**config.mk**
```make
export PLATFORM = sky130hd
export DESIGN_NAME = serial_cfg_regs
export DESIGN_NICKNAME = d
export VERILOG_FILES = /design/src/rtl/scfg_pkg.sv /design/src/rtl/scfg_sync.sv /design/src/rtl/scfg_defer.sv /design/src/rtl/serial_cfg_regs.sv
export SDC_FILE = /design/constraint.sdc
export NUM_CORES = 1
export LEC_CHECK = 0
export ABC_AREA = 1
export BUFFER_PORTS_ARGS = -buffer_cell sky130_fd_sc_hd__buf_4
export CAP_MARGIN = 20
export CORE_ASPECT_RATIO = 1.5
export CORE_MARGIN = 5
export CORE_UTILIZATION = 40
export CTS_CLUSTER_SIZE = 12
export DETAILED_ROUTE_END_ITERATION = 8
export GPL_ROUTABILITY_DRIVEN = 0
export GPL_TIMING_DRIVEN = 0
export MAX_ROUTING_LAYER = met4
export SYNTH_ARGS = -nofsm -noshare
export SYNTH_HDL_FRONTEND = slang
export SYNTH_SLANG_ARGS = --single-unit
```
**constraint.sdc**
```tcl
create_clock -name clk -period 3.8 [get_ports clk]
set_clock_uncertainty 0.1 [all_clocks]
set_input_delay 1.14 -clock clk [delete_from_list [all_inputs] [get_ports clk]]
set_output_delay 1.14 -clock clk [all_outputs]
set_load 0.03 [all_outputs]
```
**src/rtl/scfg_pkg.sv**
```systemverilog
package scfg_pkg;
  localparam int unsigned DW = 32;
  localparam int unsigned SW = DW / 8;
  localparam int unsigned AW = 2;

  typedef enum logic [2:0] {
    ST_OFF, ST_ENABLING, ST_ON, ST_DISABLING, ST_RESETTING
  } scfg_state_e;

  localparam logic [AW-1:0] ADDR_PRI  = 2'd0;
  localparam logic [AW-1:0] ADDR_SEC  = 2'd1;
  localparam logic [AW-1:0] ADDR_BAUD = 2'd2;

  localparam int unsigned BIT_CLR = 0;
  localparam int unsigned BIT_ON  = 1;

  localparam logic [DW-1:0] GUARD_PRI  = 32'h4F33_009C;
  localparam logic [DW-1:0] GUARD_SEC  = 32'h0000_2047;
  localparam logic [DW-1:0] FREE_SEC   = 32'h0003_0000;
  localparam logic [DW-1:0] GUARD_BAUD = 32'h0000_FFFF;

  function automatic logic [DW-1:0] lane_bits(input logic [SW-1:0] s);
    logic [DW-1:0] m;
    for (int i = 0; i < SW; i++) m[i*8 +: 8] = {8{s[i]}};
    return m;
  endfunction

  function automatic logic [DW-1:0] blend(input logic [DW-1:0] old_w,
                                          input logic [DW-1:0] new_w,
                                          input logic [DW-1:0] m);
    return (old_w & ~m) | (new_w & m);
  endfunction
endpackage

```
**src/rtl/scfg_sync.sv**
```systemverilog
module scfg_sync import scfg_pkg::*; #(
  parameter int unsigned SYNC_CYCLES = 3
) (
  input  logic        clk,
  input  logic        rst_n,
  input  logic        go_en,
  input  logic        go_dis,
  input  logic        go_rst,
  output scfg_state_e st_o,
  output logic        done_o
);
  localparam int unsigned CW = $clog2(SYNC_CYCLES + 1);
  localparam logic [CW-1:0] LOAD = CW'(SYNC_CYCLES - 1);

  scfg_state_e st_q;
  logic [CW-1:0] cnt_q;
  logic busy;

  assign busy   = (st_q == ST_ENABLING) || (st_q == ST_DISABLING) || (st_q == ST_RESETTING);
  assign done_o = busy && (cnt_q == '0);
  assign st_o   = st_q;

  always_ff @(posedge clk or negedge rst_n) begin
    if (!rst_n) begin
      st_q  <= ST_OFF;
      cnt_q <= '0;
    end else if (busy) begin
      if (cnt_q == '0) begin
        st_q <= (st_q == ST_ENABLING) ? ST_ON : ST_OFF;
      end else begin
        cnt_q <= cnt_q - 1'b1;
      end
    end else if (go_rst) begin
      st_q  <= ST_RESETTING;
      cnt_q <= LOAD;
    end else if (go_en) begin
      st_q  <= ST_ENABLING;
      cnt_q <= LOAD;
    end else if (go_dis) begin
      st_q  <= ST_DISABLING;
      cnt_q <= LOAD;
    end
  end
endmodule

```
**src/rtl/scfg_defer.sv**
```systemverilog
module scfg_defer import scfg_pkg::*; (
  input  logic          clk,
  input  logic          rst_n,
  input  logic          in_disabling,
  input  logic          take,
  input  logic [AW-1:0] addr,
  input  logic [DW-1:0] data,
  input  logic [SW-1:0] strb,
  input  logic          drop,
  output logic          m_valid,
  output logic [AW-1:0] m_addr,
  output logic [DW-1:0] m_data,
  output logic [SW-1:0] m_strb
);
  logic          pend_q;
  logic [AW-1:0] addr_q;
  logic [DW-1:0] data_q;
  logic [SW-1:0] strb_q;
  logic          same;

  assign same = pend_q && (addr_q == addr);

  for (genvar g = 0; g < SW; g++) begin : g_lane
    always_comb begin
      if (take && !(same && !strb[g])) begin
        m_data[g*8 +: 8] = data[g*8 +: 8];
        m_strb[g]        = strb[g];
      end else begin
        m_data[g*8 +: 8] = data_q[g*8 +: 8];
        m_strb[g]        = take ? 1'b0 : strb_q[g];
      end
      if (take && same && !strb[g]) m_strb[g] = strb_q[g];
    end
  end

  assign m_valid = pend_q || take;
  assign m_addr  = take ? addr : addr_q;

  always_ff @(posedge clk or negedge rst_n) begin
    if (!rst_n) begin
      pend_q <= 1'b0;
      addr_q <= '0;
      data_q <= '0;
      strb_q <= '0;
    end else if (drop) begin
      pend_q <= 1'b0;
      strb_q <= '0;
    end else if (take) begin
      pend_q <= 1'b1;
      addr_q <= m_addr;
      data_q <= m_data;
      strb_q <= m_strb;
    end
  end

  AST_PEND_IN_DISABLING: assert property (@(posedge clk) disable iff (!rst_n)
    pend_q |-> in_disabling);
endmodule

```
**src/rtl/serial_cfg_regs.sv**
```systemverilog
module serial_cfg_regs import scfg_pkg::*; #(
  parameter int unsigned SYNC_CYCLES = 3
) (
  input  logic          clk,
  input  logic          rst_n,
  input  logic          req_valid,
  output logic          req_ready,
  input  logic          req_write,
  input  logic [AW-1:0] req_addr,
  input  logic [DW-1:0] req_wdata,
  input  logic [SW-1:0] req_strb,
  output logic          rsp_valid,
  output logic [DW-1:0] rsp_rdata,
  output logic          port_on,
  output logic          sync_busy,
  output logic          clk_internal,
  output logic          sync_mode,
  output logic [1:0]    rx_pad,
  output logic [1:0]    tx_pad,
  output logic          parity_en,
  output logic          parity_odd,
  output logic          two_stop,
  output logic          msb_first,
  output logic [2:0]    char_size,
  output logic [15:0]   baud,
  output logic          rx_en,
  output logic          tx_en
);
  scfg_state_e st;
  logic sync_done, wr_fire, rd_fire, is_pri, is_sec, is_baud;
  logic ctl_wr, rst_req, en_req, dis_req, dis_done, rst_done;
  logic en_q;
  logic [DW-1:0] pri_q, sec_q, baud_q, wmask, rd_word;
  logic          m_valid;
  logic [AW-1:0] m_addr;
  logic [DW-1:0] m_data, m_mask;
  logic [SW-1:0] m_strb;

  assign req_ready = 1'b1;
  assign wr_fire   = req_valid && req_write;
  assign rd_fire   = req_valid && !req_write;
  assign is_pri    = (req_addr == ADDR_PRI);
  assign is_sec    = (req_addr == ADDR_SEC);
  assign is_baud   = (req_addr == ADDR_BAUD);
  assign sync_busy = (st == ST_ENABLING) || (st == ST_DISABLING) || (st == ST_RESETTING);

  assign ctl_wr  = wr_fire && is_pri && req_strb[0] && !sync_busy;
  assign rst_req = ctl_wr && req_wdata[BIT_CLR];
  assign en_req  = ctl_wr && !req_wdata[BIT_CLR] && req_wdata[BIT_ON] && !en_q;
  assign dis_req = ctl_wr && !req_wdata[BIT_CLR] && !req_wdata[BIT_ON] && en_q;

  assign dis_done = sync_done && (st == ST_DISABLING);
  assign rst_done = sync_done && (st == ST_RESETTING);
  assign wmask    = lane_bits(req_strb);
  assign m_mask   = lane_bits(m_strb);

  scfg_sync #(.SYNC_CYCLES(SYNC_CYCLES)) sync_i (
    .clk(clk), .rst_n(rst_n), .go_en(en_req), .go_dis(dis_req), .go_rst(rst_req),
    .st_o(st), .done_o(sync_done)
  );

  scfg_defer defer_i (
    .clk(clk), .rst_n(rst_n), .in_disabling(st == ST_DISABLING),
    .take(wr_fire && (st == ST_DISABLING)), .addr(req_addr), .data(req_wdata),
    .strb(req_strb), .drop(dis_done || rst_done),
    .m_valid(m_valid), .m_addr(m_addr), .m_data(m_data), .m_strb(m_strb)
  );

  always_ff @(posedge clk or negedge rst_n) begin
    if (!rst_n) begin
      en_q   <= 1'b0;
      pri_q  <= '0;
      sec_q  <= '0;
      baud_q <= '0;
    end else if (rst_done) begin
      en_q   <= 1'b0;
      pri_q  <= '0;
      sec_q  <= '0;
      baud_q <= '0;
    end else begin
      if (en_req)  en_q <= 1'b1;
      if (dis_req) en_q <= 1'b0;
      if (wr_fire && (st == ST_OFF) && !rst_req) begin
        if (is_pri)  pri_q  <= blend(pri_q,  req_wdata, wmask & GUARD_PRI);
        if (is_sec)  sec_q  <= blend(sec_q,  req_wdata, wmask & (GUARD_SEC | FREE_SEC));
        if (is_baud) baud_q <= blend(baud_q, req_wdata, wmask & GUARD_BAUD);
      end else begin
        if (dis_done && m_valid) begin
          if (m_addr == ADDR_PRI)  pri_q  <= blend(pri_q,  m_data, m_mask & GUARD_PRI);
          if (m_addr == ADDR_BAUD) baud_q <= blend(baud_q, m_data, m_mask & GUARD_BAUD);
        end
        if (wr_fire && is_sec && req_strb[2] && (st != ST_RESETTING)) begin
          if (dis_done && m_valid && (m_addr == ADDR_SEC))
            sec_q <= blend(blend(sec_q, m_data, m_mask & GUARD_SEC), req_wdata, FREE_SEC);
          else
            sec_q <= blend(sec_q, req_wdata, FREE_SEC);
        end else if (dis_done && m_valid && (m_addr == ADDR_SEC)) begin
          sec_q <= blend(sec_q, m_data, m_mask & GUARD_SEC);
        end
      end
    end
  end

  always_comb begin
    rd_word = '0;
    case (req_addr)
      ADDR_PRI: begin
        rd_word = pri_q;
        rd_word[BIT_ON]  = en_q;
        rd_word[BIT_CLR] = (st == ST_RESETTING);
      end
      ADDR_SEC:  rd_word = sec_q;
      ADDR_BAUD: rd_word = baud_q;
      default:   rd_word = '0;
    endcase
  end

  always_ff @(posedge clk or negedge rst_n) begin
    if (!rst_n) begin
      rsp_valid <= 1'b0;
      rsp_rdata <= '0;
    end else begin
      rsp_valid <= rd_fire;
      if (rd_fire) rsp_rdata <= rd_word;
    end
  end

  assign port_on      = (st == ST_ON);
  assign clk_internal = (pri_q[4:2] == 3'd1);
  assign sync_mode    = pri_q[7];
  assign rx_pad       = pri_q[17:16];
  assign tx_pad       = pri_q[21:20];
  assign parity_en    = (pri_q[27:24] == 4'd1);
  assign msb_first    = pri_q[30];
  assign char_size    = sec_q[2:0];
  assign two_stop     = sec_q[6];
  assign parity_odd   = sec_q[13];
  assign rx_en        = sec_q[16];
  assign tx_en        = sec_q[17];
  assign baud         = baud_q[15:0];

  AST_GUARD_HELD: assert property (@(posedge clk) disable iff (!rst_n)
    ((st == ST_ON) || (st == ST_ENABLING)) |=>
      ($stable(pri_q) && $stable(baud_q) && $stable(sec_q & GUARD_SEC)));
  AST_CLEAR_ZERO: assert property (@(posedge clk) disable iff (!rst_n)
    rst_done |=> (pri_q == '0 && sec_q == '0 && baud_q == '0 && !en_q));
  AST_RXTX_FREE: assert property (@(posedge clk) disable iff (!rst_n)
    (wr_fire && is_sec && req_strb[2] && (st != ST_RESETTING)) |=>
      ({tx_en, rx_en} == $past(req_wdata[17:16])));
  AST_ON_FROZEN: assert property (@(posedge clk) disable iff (!rst_n)
    (((st == ST_ENABLING) || (st == ST_DISABLING)) && !sync_done) |=> $stable(en_q));
endmodule

```
==> results_dict.tcl, run 1 <==
set metrics [dict create \
    cts-htree-levels 3 \
    clkLatencyLatePin_ns 0.35 \
    die_y_microns 160 \
    viasPerCell 4.93 \
    yosysTopAreaCell "dfrtp_1" \
    synth_cell_types 33 \
    hold_buffers 0 \
    clockBufferDepth 2 \
    multi_input_area_sq_um 2830 \
    synthFlopType "dfrtp_1" \
    critPathArrivalTime_ns 3.23 \
    area_growth_pct 21.7 \
    end_kind "flop" \
    clk_pin_slew_worst_paths_ns 0.07 \
    row_count 55 \
    hold_class "flop to flop" \
    timing.hold.ws_ns 0.373 \
    start_util_pct 40.3 \
    cts_resized 0 \
    dr.pass1.iters 5 \
    wire_per_inst_microns 16.1 \
    drcViolationCount 0 \
    status "completed" \
    synth-seq-cells 101 \
    dieArea_sq_um 17700 \
    grt_first_pass_wirelength_microns 31200 \
    r2r_slack_ns 1.32 \
    drive_gt1_share_pct 15.3 \
    core_sq_um 14900 \
    tightest_slew_ns 1.03 \
    design.portCount 109 \
    maxSlewViolCount 0 \
    finalSetupTns_ns 0 \
    synth_top_area_share_pct 42.0 \
    cap_violations 0 \
    ir_worst_vdd_mv 0.235 \
    vias 6078 \
    clock-sinks 101 \
    ys_seq_area_share_pct 42.0 \
    detail_route.iter0.violations 317 \
    numPortBuffers 99 \
    grt_max_degree 66 \
    crit_fanout 10 \
    final_net_count 1072 \
    cts_setup_buffers 0 \
    overflow 0 \
    regArea_sq_um 2530 \
    critPathLaunchType "primary input" \
    routed_wl_microns 19800 \
    required_ns 4.00 \
    antenna_left 0 \
    die_w_microns 110 \
    leakage_nw 4.11 \
    syn_area_per_cell_sq_um 6.56 \
    layout_min_cycle_time_ns 3.03 \
    grt_pass1_vias 5926 \
    synthArstFlopShare_pct 100 \
    netlist_area_sq_um 6020 \
    antenna_found_initial 0 \
    antenna_cells 0 \
    hpwl_microns 14800 \
    netlist_instances 918 \
    ys_top_cells_by_count "nand2_1 (399), inv_1 (110), dfrtp_1 (101), o21ai_0 (80), nor2_1 (63)" \
    cts_tree "yes" \
    fmax_mhz 330 \
    crit_type "primary input to flop" \
    cts_made_buffers 9 \
    final_area_sq_um 7320 \
    yosysMostFrequentCell "nand2_1" \
    synth_edf_count 0 \
    powerDensity_nw_per_um2 709 \
    max_slew_margin_pct 31.1 \
    ys_warn_count 0 \
    synth_area_leaders "dfrtp_1 (42%), nand2_1 (25%), inv_1 (6.9%), o21ai_0 (6.7%), nand3_1 (4.2%)" \
    synth_nets 961 \
    finalHoldViolCount 0 \
    fin_crit_sh_pct 79.9 \
    post_dp_cell_area_sq_um 7030 \
    rsz0062_at_grt "false" \
    fillers 1598 \
    grtUsageTotal_pct 23.8 \
    cts_root_buf "clkbuf_16" \
    finalSetupViolCount 0 \
]
==> cell families after synthesis <==
kind of cell | share of synthesized area (%)
flip-flops | 42.0
AND/OR/NAND/NOR | 35.0
other | 0.0623
adder cells (fa/ha/maj) | 0.208
buffers and inverters | 11.0
AO/OA/AOI/OAI | 11.8
==> cell usage in the layout, fill, tap and decap left out <==
cell type and instances:
a31oi_1 8, nand3_1 50, or2_2 1, nand2_1 399, dfrtp_1 101, ha_1 1, inv_8 1, o21ai_0 80
nor2_4 2, inv_6 2, nor2_1 63, buf_12 1, buf_2 9, buf_6 1, conb_1 1, nor2_2 1
inv_1 110, nand3_4 1, o211ai_1 6, buf_1 2, nand2_2 3, o221ai_1 3, clkbuf_1 15, inv_2 5
clkinv_1 1, nand3_2 1, a21oi_1 23, a211oi_1 1, o21ai_1 4, a21boi_0 1, nor3b_2 1, buf_4 113
clkinvlp_4 2, a21oi_2 3, clkbuf_16 9, o22ai_1 2, clkbuf_8 1, nor3_1 4, nor4_1 1, clkinv_4 1
==> per-stage QoR <==
| step | cells | utilization (%) | worst slack (ns) | total power (W) |
|---|---|---|---|---|
| floorplan | 918 | - | 1.18 | 0.00342 |
| global placement | 1216 | 47.0 | 0.429 | 0.00424 |
| detailed placement | 1217 | 47.1 | 0.460 | 0.00428 |
| CTS | 1233 | 49.0 | 0.813 | 0.00522 |
| global route | 1233 | 49.0 | 0.577 | 0.00560 |
| finish | 1233 | 49.0 | 0.765 | 0.00519 |
==> registers in the layout, summed over array words and instances (netlist names) <==
signal          cells
rsp_rdata          26
defer_i.data_q     25
baud_q             16
pri_q              13
sec_q               7
defer_i.strb_q      4
sync_i.st_o         3
defer_i.addr_q      2
sync_i.cnt_q        2
defer_i.pend_q      1
en_q                1
rsp_valid           1
==> area by class of cell <==
type | instances | area share [%]
inverters | 116 | 5.95
plain buffers | 41 | 3.08
flip-flops and latches | 101 | 34.5
multi-input cells | 660 | 38.7
clock buffers | 10 | 3.26
clock inverters | 6 | 0.718
well taps | 199 | 3.40
repair buffers | 100 | 10.4
==> layer usage <==
layer / vias to the layer above / track usage [%] / share of wire [%]
li1: 3067 / - / -
met1: 2789 / 28.1 / 41
met2: 169 / 40.1 / 51
met3: 53 / 3.56 / 4.2
met4: 0 / 9.69 / 3.8
met5: - / - / 0
==> power by group <==
| group | internal, W | switching, W | total (W) |
|---|---|---|---|
| Combinational | 0.000872 | 0.00167 | 0.00254 |
| Sequential | 0.00143 | 0.000291 | 0.00172 |
| Clock | 0.000474 | 0.000457 | 0.000931 |
==> worst max-delay path, cell delays in order <==
cell     delay, ns
buf_4         0.12
inv_1         0.05
nor2_1        0.77
inv_1         0.15
nand3_1       0.19
nand3_4       0.18
nor2_4        0.25
buf_6         0.21
nand3_1       0.10
nand2_1       0.07
==> final timing paths <==
check,end,startpoint,cells past startpoint
setup reg to reg,pri_q[3]$_DFFE_PN0P_,sync_i.st_o[2]$_DFFE_PN0P_,12
hold reg to reg,sync_i.cnt_q[0]$_DFFE_PN0P_,sync_i.cnt_q[0]$_DFFE_PN0P_,2
min in group asynchronous,defer_i.data_q[15]$_DFFE_PN0P_,rst_n,1
hold / removal,sync_i.cnt_q[0]$_DFFE_PN0P_,sync_i.cnt_q[0]$_DFFE_PN0P_,2
setup / recovery,baud_q[12]$_DFFE_PN0P_,req_addr[1],10
max in group asynchronous,rsp_rdata[3]$_DFFE_PN0P_,rst_n,2
(Power assumes the default switching activity.)
==> run 2, diff against run 1 <==
Clock period 3.8 ns to 2.9 ns, I/O delays scaled along.
==> results_dict.tcl, run 2 (synthesized netlist as in run 1, its figures left out) <==
set metrics [dict create \
    status "completed" \
    finalSetupTns_ns 0 \
    final_net_count 1072 \
    critPathArrivalTime_ns 2.86 \
    hold_class "flop to flop" \
    ir_worst_vdd_mv 0.309 \
    hpwl_microns 14800 \
    detail_route.iter0.violations 318 \
    mostFrequentLayoutCells "nand2_1 (399), buf_4 (113), inv_1 (110)" \
    finalSetupViolCount 0 \
    vias 6075 \
    grtUsageTotal_pct 23.8 \
    grt_use_met1_pct 28.1 \
    powerDensity_nw_per_um2 929 \
    rsz0062_at_grt "false" \
    grt_busiest_layer "met2" \
    grt_first_pass_wirelength_microns 31200 \
    critPathLaunchType "primary input" \
    cts_tree "yes" \
    wire_per_inst_microns 16.1 \
    cts_made_buffers 9 \
    cap_violations 0 \
    p_sw_share_pct 46.6 \
    layout_min_cycle_time_ns 2.70 \
    design.portCount 109 \
    antenna_cells 0 \
    final_util_pct 49.1 \
    tightest_slew_ns 0.875 \
    end_kind "flop" \
    fin_crit_sh_pct 93.2 \
    clock_power_share_pct 17.9 \
    antenna_found_initial 0 \
    internal_power_w 0.00364 \
    pwr-share-comb_pct 49.0 \
    final_area_sq_um 7330 \
    leakage_nw 4.11 \
    crit_type "primary input to flop" \
    cts_root_buf "clkbuf_16" \
    numPortBuffers 99 \
    finalHoldViolCount 0 \
    antenna_left 0 \
    drive_gt1_share_pct 15.4 \
    required_ns 3.06 \
    crit_fanout 10 \
    reg.largest.list "rsp_rdata (26), defer_i.data_q (25), baud_q (16)" \
    overflow 0 \
    die_w_microns 110 \
    clockBufferDepth 2 \
    hold_buffers 0 \
    cts_setup_buffers 0 \
    dr.pass1.iters 5 \
    die_y_microns 160 \
    viasPerCell 4.93 \
    area_growth_pct 21.7 \
    maxSlewViolCount 0 \
    final_common_cell "nand2_1" \
    row_count 55 \
    p_sw_w 0.00317 \
    cts-htree-levels 3 \
    use_met3_pct 3.56 \
    largest_register "rsp_rdata" \
    fmax_mhz 370 \
    grt_pass1_vias 5926 \
    drcViolationCount 0 \
    routed_wl_microns 19800 \
    largest_reg_flops 26 \
    core_sq_um 14900 \
    clkLatencyLatePin_ns 0.35 \
    p_seq_share_pct 33.1 \
    start_util_pct 40.3 \
    grt_util_met2_pct 40.1 \
    dieArea_sq_um 17700 \
    max_slew_margin_pct 41.7 \
    clk_pin_slew_worst_paths_ns 0.08 \
    clock-sinks 101 \
    post_dp_cell_area_sq_um 7030 \
    grt_max_degree 66 \
]
==> run 2: final cells by class <==
class / count / area (sq um)
timing repair buffer: 100 / 763
buffer: 41 / 225
sequential: 101 / 2530
multi-input combinational: 660 / 2830
clock buffer: 10 / 239
fill: 1597 / 7610
tap: 199 / 249
clock inverter: 6 / 52.6
inverter: 116 / 435
==> run 2: per-layer routing <==
metal	vias to the layer above	routed length (microns)
li1	3067	-
met1	2788	8040
met2	167	10200
met3	53	824
met4	0	762
met5	-	0
==> run 2: power groups by stage <==
stage | Combinational (W) | Clock (W) | Sequential [W]
final | 0.00333 | 0.00122 | 0.00225
after global routing | 0.00372 | 0.00131 | 0.00231
after CTS | 0.00334 | 0.00124 | 0.00225
after detailed placement | 0.00333 | 0 | 0.00227
after global placement | 0.00329 | 0 | 0.00227
after floorplan | 0.00190 | 0 | 0.00258
==> run 2: stage by stage <==
| step | cells | power [W] | worst slack (ns) | hold slack (ns) |
|---|---|---|---|---|
| after CTS | 1233 | 0.00684 | 0.183 | 0.386 |
| after floorplan | 918 | 0.00448 | 0.552 | 0.342 |
| after detailed placement | 1217 | 0.00560 | -0.170 | 0.365 |
| final | 1233 | 0.00681 | 0.196 | 0.373 |
| after global routing | 1233 | 0.00734 | 0.0698 | 0.409 |
| after global placement | 1216 | 0.00556 | -0.201 | 0.358 |
==> run 2: repair_timing <==
| item | 4_1_cts | 5_1_grt |
|---|---|---|
| gates resized for setup | 0 | 1 |
| endpoints found under the hold margin | 0 | 0 |
| endpoints found under the setup margin | 0 | 10 |
==> run 2: worst paths after layout <==
path	start	endpoint	slack [ns]	cells past startpoint
setup / recovery	req_addr[1]	pri_q[25]$_DFFE_PN0P_	0.20	12
hold / removal	sync_i.cnt_q[0]$_DFFE_PN0P_	sync_i.cnt_q[0]$_DFFE_PN0P_	0.37	2
setup reg to reg	sync_i.st_o[2]$_DFFE_PN0P_	pri_q[3]$_DFFE_PN0P_	0.43	12
hold reg to reg	sync_i.cnt_q[0]$_DFFE_PN0P_	sync_i.cnt_q[0]$_DFFE_PN0P_	0.37	2
max in group asynchronous	rst_n	rsp_rdata[3]$_DFFE_PN0P_	1.47	2
min in group asynchronous	rst_n	defer_i.data_q[15]$_DFFE_PN0P_	0.54	1
==> run 2: critical path: stages <==
cell and delay [ns]:
buf_4 0.14, nor2_1 0.23, inv_2 0.10, nor2_1 0.30
nand3_2 0.19, a21oi_2 0.23, o21ai_1 0.12, nand2_2 0.18
buf_2 0.29, nor2_1 0.07, nand2_1 0.08, nand2_1 0.05
